**config.mk**
```make
export PLATFORM = sky130hd
export DESIGN_NAME = scl_phase_gen
export DESIGN_NICKNAME = d
export VERILOG_FILES = /design/src/rtl/scl_pg_pkg.sv /design/src/rtl/scl_pg_len.sv /design/src/rtl/scl_pg_seq.sv /design/src/rtl/scl_pg_out.sv /design/src/rtl/scl_phase_gen.sv
export SDC_FILE = /design/constraint.sdc
export NUM_CORES = 1
export LEC_CHECK = 0
export BUFFER_PORTS_ARGS = -buffer_cell sky130_fd_sc_hd__buf_4
export CAP_MARGIN = 40
export CORE_UTILIZATION = 55
export CTS_BUF_LIST = sky130_fd_sc_hd__clkbuf_8
export CTS_CLUSTER_SIZE = 8
export DETAILED_ROUTE_END_ITERATION = 10
export GPL_TIMING_DRIVEN = 0
export PLACE_DENSITY = 0.84
export RECOVER_POWER = 25
export SLEW_MARGIN = 5
export SYNTH_ARGS = -nofsm -noshare
export SYNTH_HDL_FRONTEND = slang
export SYNTH_SLANG_ARGS = --single-unit
```
**constraint.sdc**
```tcl
create_clock -name clk -period 3.2 [get_ports clk]
set_input_delay 0.64 -clock clk [delete_from_list [all_inputs] [get_ports clk]]
set_output_delay 0.64 -clock clk [all_outputs]
set_load 0.05 [all_outputs]
```
**src/rtl/scl_pg_pkg.sv**
```systemverilog
`timescale 1ns/1ps
package scl_pg_pkg;
  typedef enum logic {
    PH_LOW  = 1'b0,
    PH_HIGH = 1'b1
  } phase_e;

  typedef struct packed {
    logic drive;
    logic sample;
    logic rise;
    logic fall;
  } strobe_t;
endpackage

```
**src/rtl/scl_pg_len.sv**
```systemverilog
`timescale 1ns/1ps
// Converts both divider halves into phase lengths in input clocks.
module scl_pg_len #(
  parameter int FIELD_W   = 16,
  parameter int UNIT_LOG2 = 3,
  localparam int CNT_W    = FIELD_W + UNIT_LOG2
) (
  input  logic [2*FIELD_W-1:0]   div_cfg,
  output logic [1:0][CNT_W-1:0]  len_by_ph   // index = phase (0 low, 1 high)
);
  for (genvar g = 0; g < 2; g++) begin : g_half
    logic [FIELD_W-1:0] field;
    logic [FIELD_W-1:0] eff;
    assign field = div_cfg[g*FIELD_W +: FIELD_W];
    // a zero field would stall the counter: treat it as one unit
    assign eff   = (field == '0) ? FIELD_W'(1) : field;
    assign len_by_ph[g] = CNT_W'(eff) << UNIT_LOG2;
  end
endmodule

```
**src/rtl/scl_pg_seq.sv**
```systemverilog
`timescale 1ns/1ps
// Phase state and the single reloading down-counter.
module scl_pg_seq
  import scl_pg_pkg::*;
#(
  parameter int CNT_W = 19
) (
  input  logic                  clk,
  input  logic                  rst,
  input  logic                  en,
  input  logic [1:0][CNT_W-1:0] len_by_ph,
  output logic                  run_q,
  output phase_e                ph_q,
  output logic                  run_n,
  output phase_e                ph_n,
  output logic [CNT_W-1:0]      cnt_n,
  output logic [CNT_W-1:0]      len_n
);
  logic [CNT_W-1:0] cnt_q;
  logic [CNT_W-1:0] len_q;

  always_comb begin
    run_n = en;
    ph_n  = ph_q;
    cnt_n = cnt_q;
    len_n = len_q;
    if (!en) begin
      ph_n  = PH_HIGH;
      cnt_n = '0;
    end else if (!run_q) begin
      // fresh start: a full high phase in which the engine may place START
      ph_n  = PH_HIGH;
      len_n = len_by_ph[1];
      cnt_n = len_n - CNT_W'(1);
    end else if (cnt_q == '0) begin
      ph_n  = phase_e'(~ph_q);
      len_n = len_by_ph[ph_n];
      cnt_n = len_n - CNT_W'(1);
    end else begin
      cnt_n = cnt_q - CNT_W'(1);
    end
  end

  always_ff @(posedge clk) begin
    if (rst) begin
      run_q <= 1'b0;
      ph_q  <= PH_HIGH;
      cnt_q <= '0;
      len_q <= '0;
    end else begin
      run_q <= run_n;
      ph_q  <= ph_n;
      cnt_q <= cnt_n;
      len_q <= len_n;
    end
  end
endmodule

```
**src/rtl/scl_pg_out.sv**
```systemverilog
`timescale 1ns/1ps
// Registered SCL level and strobes, built from the next-state values so
// each strobe lines up with the SCL level it belongs to.
module scl_pg_out
  import scl_pg_pkg::*;
#(
  parameter int CNT_W = 19
) (
  input  logic             clk,
  input  logic             rst,
  input  logic             run_q,
  input  phase_e           ph_q,
  input  logic             run_n,
  input  phase_e           ph_n,
  input  logic [CNT_W-1:0] cnt_n,
  input  logic [CNT_W-1:0] len_n,
  output logic             scl_q,
  output strobe_t          stb_q
);
  logic [CNT_W-1:0] half_n;
  logic             mid_n;
  assign half_n = len_n >> 1;
  assign mid_n  = run_n && (cnt_n == half_n);

  always_ff @(posedge clk) begin
    if (rst) begin
      scl_q <= 1'b1;
      stb_q <= '0;
    end else begin
      scl_q        <= !run_n || (ph_n == PH_HIGH);
      stb_q.rise   <= run_q && run_n && (ph_q == PH_LOW)  && (ph_n == PH_HIGH);
      stb_q.fall   <= run_q && run_n && (ph_q == PH_HIGH) && (ph_n == PH_LOW);
      stb_q.drive  <= mid_n && (ph_n == PH_LOW);
      stb_q.sample <= mid_n && (ph_n == PH_HIGH);
    end
  end
endmodule

```
**src/rtl/scl_phase_gen.sv**
```systemverilog
`timescale 1ns/1ps
module scl_phase_gen
  import scl_pg_pkg::*;
#(
  parameter int FIELD_W   = 16,
  parameter int UNIT_LOG2 = 3,   // clocks per divider unit = 2**UNIT_LOG2, at least 4
  localparam int CNT_W    = FIELD_W + UNIT_LOG2
) (
  input  logic                 clk,
  input  logic                 rst,
  input  logic                 en,
  input  logic [2*FIELD_W-1:0] div_cfg,
  output logic                 scl_o,
  output logic                 sda_drive_stb,
  output logic                 sda_sample_stb,
  output logic                 scl_rise_stb,
  output logic                 scl_fall_stb
);
  logic [1:0][CNT_W-1:0] len_by_ph;
  logic                  run_q, run_n;
  phase_e                ph_q, ph_n;
  logic [CNT_W-1:0]      cnt_n, len_n;
  strobe_t               stb_q;

  scl_pg_len #(.FIELD_W(FIELD_W), .UNIT_LOG2(UNIT_LOG2)) u_len (
    .div_cfg  (div_cfg),
    .len_by_ph(len_by_ph)
  );

  scl_pg_seq #(.CNT_W(CNT_W)) u_seq (
    .clk(clk), .rst(rst), .en(en), .len_by_ph(len_by_ph),
    .run_q(run_q), .ph_q(ph_q), .run_n(run_n), .ph_n(ph_n),
    .cnt_n(cnt_n), .len_n(len_n)
  );

  scl_pg_out #(.CNT_W(CNT_W)) u_out (
    .clk(clk), .rst(rst), .run_q(run_q), .ph_q(ph_q),
    .run_n(run_n), .ph_n(ph_n), .cnt_n(cnt_n), .len_n(len_n),
    .scl_q(scl_o), .stb_q(stb_q)
  );

  assign sda_drive_stb  = stb_q.drive;
  assign sda_sample_stb = stb_q.sample;
  assign scl_rise_stb   = stb_q.rise;
  assign scl_fall_stb   = stb_q.fall;
endmodule

```
==> metrics list <==
- Arrival time at the worst endpoint: 3.75 ns
* Syn. warnings: 0
- The sequential cells in the finished layout cover a total of about 870 sq um.
- Setup violations remaining at the end of the flow were counted as 2.
- Setup repair after global routing could not meet its margin everywhere.
- WS Path Type: in2reg
* Largest cells by area after synthesis: sky130_fd_sc_hd__dfxtp_1 (26%), sky130_fd_sc_hd__nor2_1 (5.8%), sky130_fd_sc_hd__xnor2_1 (4.9%)
- Core utilization of the finished layout: 0.7206
- Largest net degree at the start of global routing: 15
* Cell chosen for the clock root: sky130_fd_sc_hd__clkbuf_8
- Derived from the worst setup path, the maximum achievable clock frequency is 285.8 MHz.
- Across all setup checks in the final design, the least slack found is -0.2985 ns.
- The tightest min-delay check is of the reg2reg type.
- Type of origin of the critical path: primary input
- In the synthesized netlist the async set-or-reset flop fraction comes to 0.
- Via count of the first global-routing pass: 3,738
- Dpl hpwl: 10,070 um
- Clock-pin slew reported for the worst setup and hold paths after clock tree synthesis: about 0.09 ns
* Total routing resource utilization after global routing: 0.4469
* Failing checks: negative setup slack
- Counting along the longest clock path gives a buffer depth of 2.
* Fraction of final layout cells sized beyond drive strength 1: 0.2634
- Synth Flop Type: sky130_fd_sc_hd__dfxtp_1
- In the finished design, the share of the clock period the worst path needs comes to 1.093.
- Number of antenna violations at the first check in global routing: 0
- VDD sags by at most 0.0002375 V.
- Overall power after layout: 1.619 mW
* Number of detailed-route iterations in the first pass: 5
* Post-synthesis register bit count: 43
* Level count of the clock H-tree: 2
* # Max-Cap Violations: 0
* Library cell with the largest summed area after synthesis: sky130_fd_sc_hd__dfxtp_1
- Routed len/inst: 24.46 um
* DRC: 0
* Post-Syn Nets: 481
- Once placement completed, the tool counted placed cells totaling 554.
* WL final: 14,180 um
* Most common cell after layout, fill and taps aside: sky130_fd_sc_hd__buf_4
- Max Slew Vio Count: 0
- Total gr overflow: 0
- In this run the worst path has a maximum fanout of 5.
- The number of hold violations in the final report is 0.
- The floorplan step defined a die boundary enclosing between 6000 and 7000 sq um.
* Boundary Pins: 40
* Violation count after the first detailed-route iteration: 595
- In this run, distinct cell masters in the synthesized netlist total 69.
* Area fraction of the dominant cell type after synthesis: 0.2554
* Net count of the finished layout: 541
* Sequential-to-total area share from yosys stat: 0.2554
* Initial Utilization: 0.5693
- The die is around 80 um wide.
* Number of rows in the core area: 28
* Non-filler cells in the finished layout: a little under 600
- Leak Pwr: 1.617 nW
- TritonCTS built the clock tree.
* Pwr/cell area: ~380 nW/um^2
- Total area of multi-input combinational cells: 2618 sq um
- Commonest non-fill, non-tap cells in the layout: sky130_fd_sc_hd__buf_4 (51), sky130_fd_sc_hd__nor2_1 (50), sky130_fd_sc_hd__dfxtp_1 (39), sky130_fd_sc_hd__nand2_1 (31), sky130_fd_sc_hd__a21oi_1 (28)
- Worst hold margin: 0.4408 ns
- Routability Congestion: 0.9846
- Antenna-violating nets left: 0
- After routing the design area is 4267 sq um.
- Worst Max-Slew Pin Slew: 0.8407 ns
- CTS saw 43 sinks.
- Clock network latency to the later pin of the worst-skew pair: ~0.32 ns
* Cell area after synthesis: around 3400 sq um
* Core ar.: just under 6000 sq um
- The flow ran to the end, but the final reports show violations.
- Port Buf Inserts: 35
- TritonCTS created 5 clock buffers.
* Final-layout fill cell count: 489
- Critical Path End Type: register
* Mean cell area of the mapped netlist: 7.592 sq um
* Area of placed instances: 3779 sq um
* Area growth from synthesis to layout: 26.58%
- Post-synth EDFFs: 0
* Height of the chip: 80.29 um
- Vias: ~4,100
- Data required time of the critical path: 3.45 ns
- Slew HR: 0.4375
- Number of antenna diodes: 0
* Setup clock skew after layout: 0.01931 ns
* Via-to-Cell Ratio: 7.152
* Post-route minimum period: 3.498 ns
- Post-Syn Instances: 444
- Global-route wire length before repair: 20,840 um
## registers in the layout, indices dropped and copies added, names as in the netlist
name         count
u_seq.run_q      1
u_seq.cnt_q     19
u_seq.ph_q       1
u_out.stb_q      4
u_seq.len_q     18
## through the flow
stage	setup TNS, ns	worst slack, ns
3_3_place_gp	-1.764	-0.8581
6_report	-0.5639	-0.2985
4_1_cts	-0.4265	-0.2299
3_5_place_dp	-1.898	-0.9218
5_1_grt	-0.6825	-0.3526
2_1_floorplan	0	0.004431
## kinds of logic after synthesis
family	share of synthesized area
flip-flops	0.2554
XOR/XNOR	0.08055
multiplexers	0.06051
buffers and inverters	0.04900
adder cells (fa/ha/maj)	0.007423
AND/OR/NAND/NOR	0.2840
AO/OA/AOI/OAI	0.2632
## power by group
part | leakage (nW) | internal (mW) | switching [mW]
clock network | 0.0402 | 0.153 | 0.229
logic | 1.22 | 0.255 | 0.398
registers | 0.354 | 0.563 | 0.0210
## critical path: stages
cell                        delay (ns)
sky130_fd_sc_hd__buf_4            0.13
sky130_fd_sc_hd__nor4_2           0.37
sky130_fd_sc_hd__nand4_1          0.27
sky130_fd_sc_hd__o21ba_2          0.34
sky130_fd_sc_hd__o41ai_1          0.41
sky130_fd_sc_hd__a221oi_1         0.20
sky130_fd_sc_hd__xnor2_1          0.18
sky130_fd_sc_hd__nor4_2           0.43
sky130_fd_sc_hd__o2111ai_2        0.22
sky130_fd_sc_hd__nor4_4           0.33
sky130_fd_sc_hd__and4_1           0.22
## per-layer routing
metal / GRT usage / up-vias / share of wire
met2: 0.7043 / 385 / 0.43
met5: 0 / - / 0
li1: - / 1782 / -
met1: 0.5616 / 1886 / 0.37
met4: 0.2696 / 0 / 0.079
met3: 0.08409 / 95 / 0.12
## worst paths after layout
| path | startpoint | end | slack, ns | cells past startpoint |
|---|---|---|---|---|
| worst max-delay path | div_cfg[10] | u_out.stb_q[2]$_SDFF_PP0_ | -0.30 | 11 |
| worst min-delay path | u_seq.cnt_q[0]$_SDFF_PP0_ | u_seq.cnt_q[0]$_SDFF_PP0_ | 0.44 | 1 |
| worst max register to register | u_seq.cnt_q[0]$_SDFF_PP0_ | u_out.stb_q[2]$_SDFF_PP0_ | -0.27 | 13 |
| worst min register to register | u_seq.cnt_q[0]$_SDFF_PP0_ | u_seq.cnt_q[0]$_SDFF_PP0_ | 0.44 | 1 |
## area by class of cell
cell class / count / area share
multi-input combinational: 362 / 0.6135
sequential: 43 / 0.2041
timing repair buffer: 54 / 0.09150
buffer: 26 / 0.03754
tap: 75 / 0.02199
clock buffer: 5 / 0.01613
inverter: 12 / 0.01056
clock inverter: 3 / 0.004692
## timing repair
action / 4_1_cts / 5_1_grt
pin swaps: 21 / 18
setup endpoints to repair: 2 / 2
setup buffers: 10 / 9
resized for setup: 39 / 26
hold buffers: 0 / 0
## cells in the mapped netlist (5+ instances only)
library cell and count:
sky130_fd_sc_hd__clkbuf_1 18, sky130_fd_sc_hd__dfxtp_1 43, sky130_fd_sc_hd__nor4_1 13, sky130_fd_sc_hd__o22ai_1 12
sky130_fd_sc_hd__a21o_1 5, sky130_fd_sc_hd__xor2_1 12, sky130_fd_sc_hd__mux2_2 11, sky130_fd_sc_hd__buf_2 6
sky130_fd_sc_hd__nand4_1 7, sky130_fd_sc_hd__o21ai_0 12, sky130_fd_sc_hd__and2_1 10, sky130_fd_sc_hd__a31oi_1 12
sky130_fd_sc_hd__nor3_1 20, sky130_fd_sc_hd__mux2i_1 8, sky130_fd_sc_hd__nand2b_1 5, sky130_fd_sc_hd__nor2_1 52
sky130_fd_sc_hd__inv_1 11, sky130_fd_sc_hd__xnor2_1 19, sky130_fd_sc_hd__and3_1 10, sky130_fd_sc_hd__nand2_1 31
sky130_fd_sc_hd__a21oi_1 30, sky130_fd_sc_hd__nand3_1 10
Note: power is estimated with default switching activity, not from simulation.
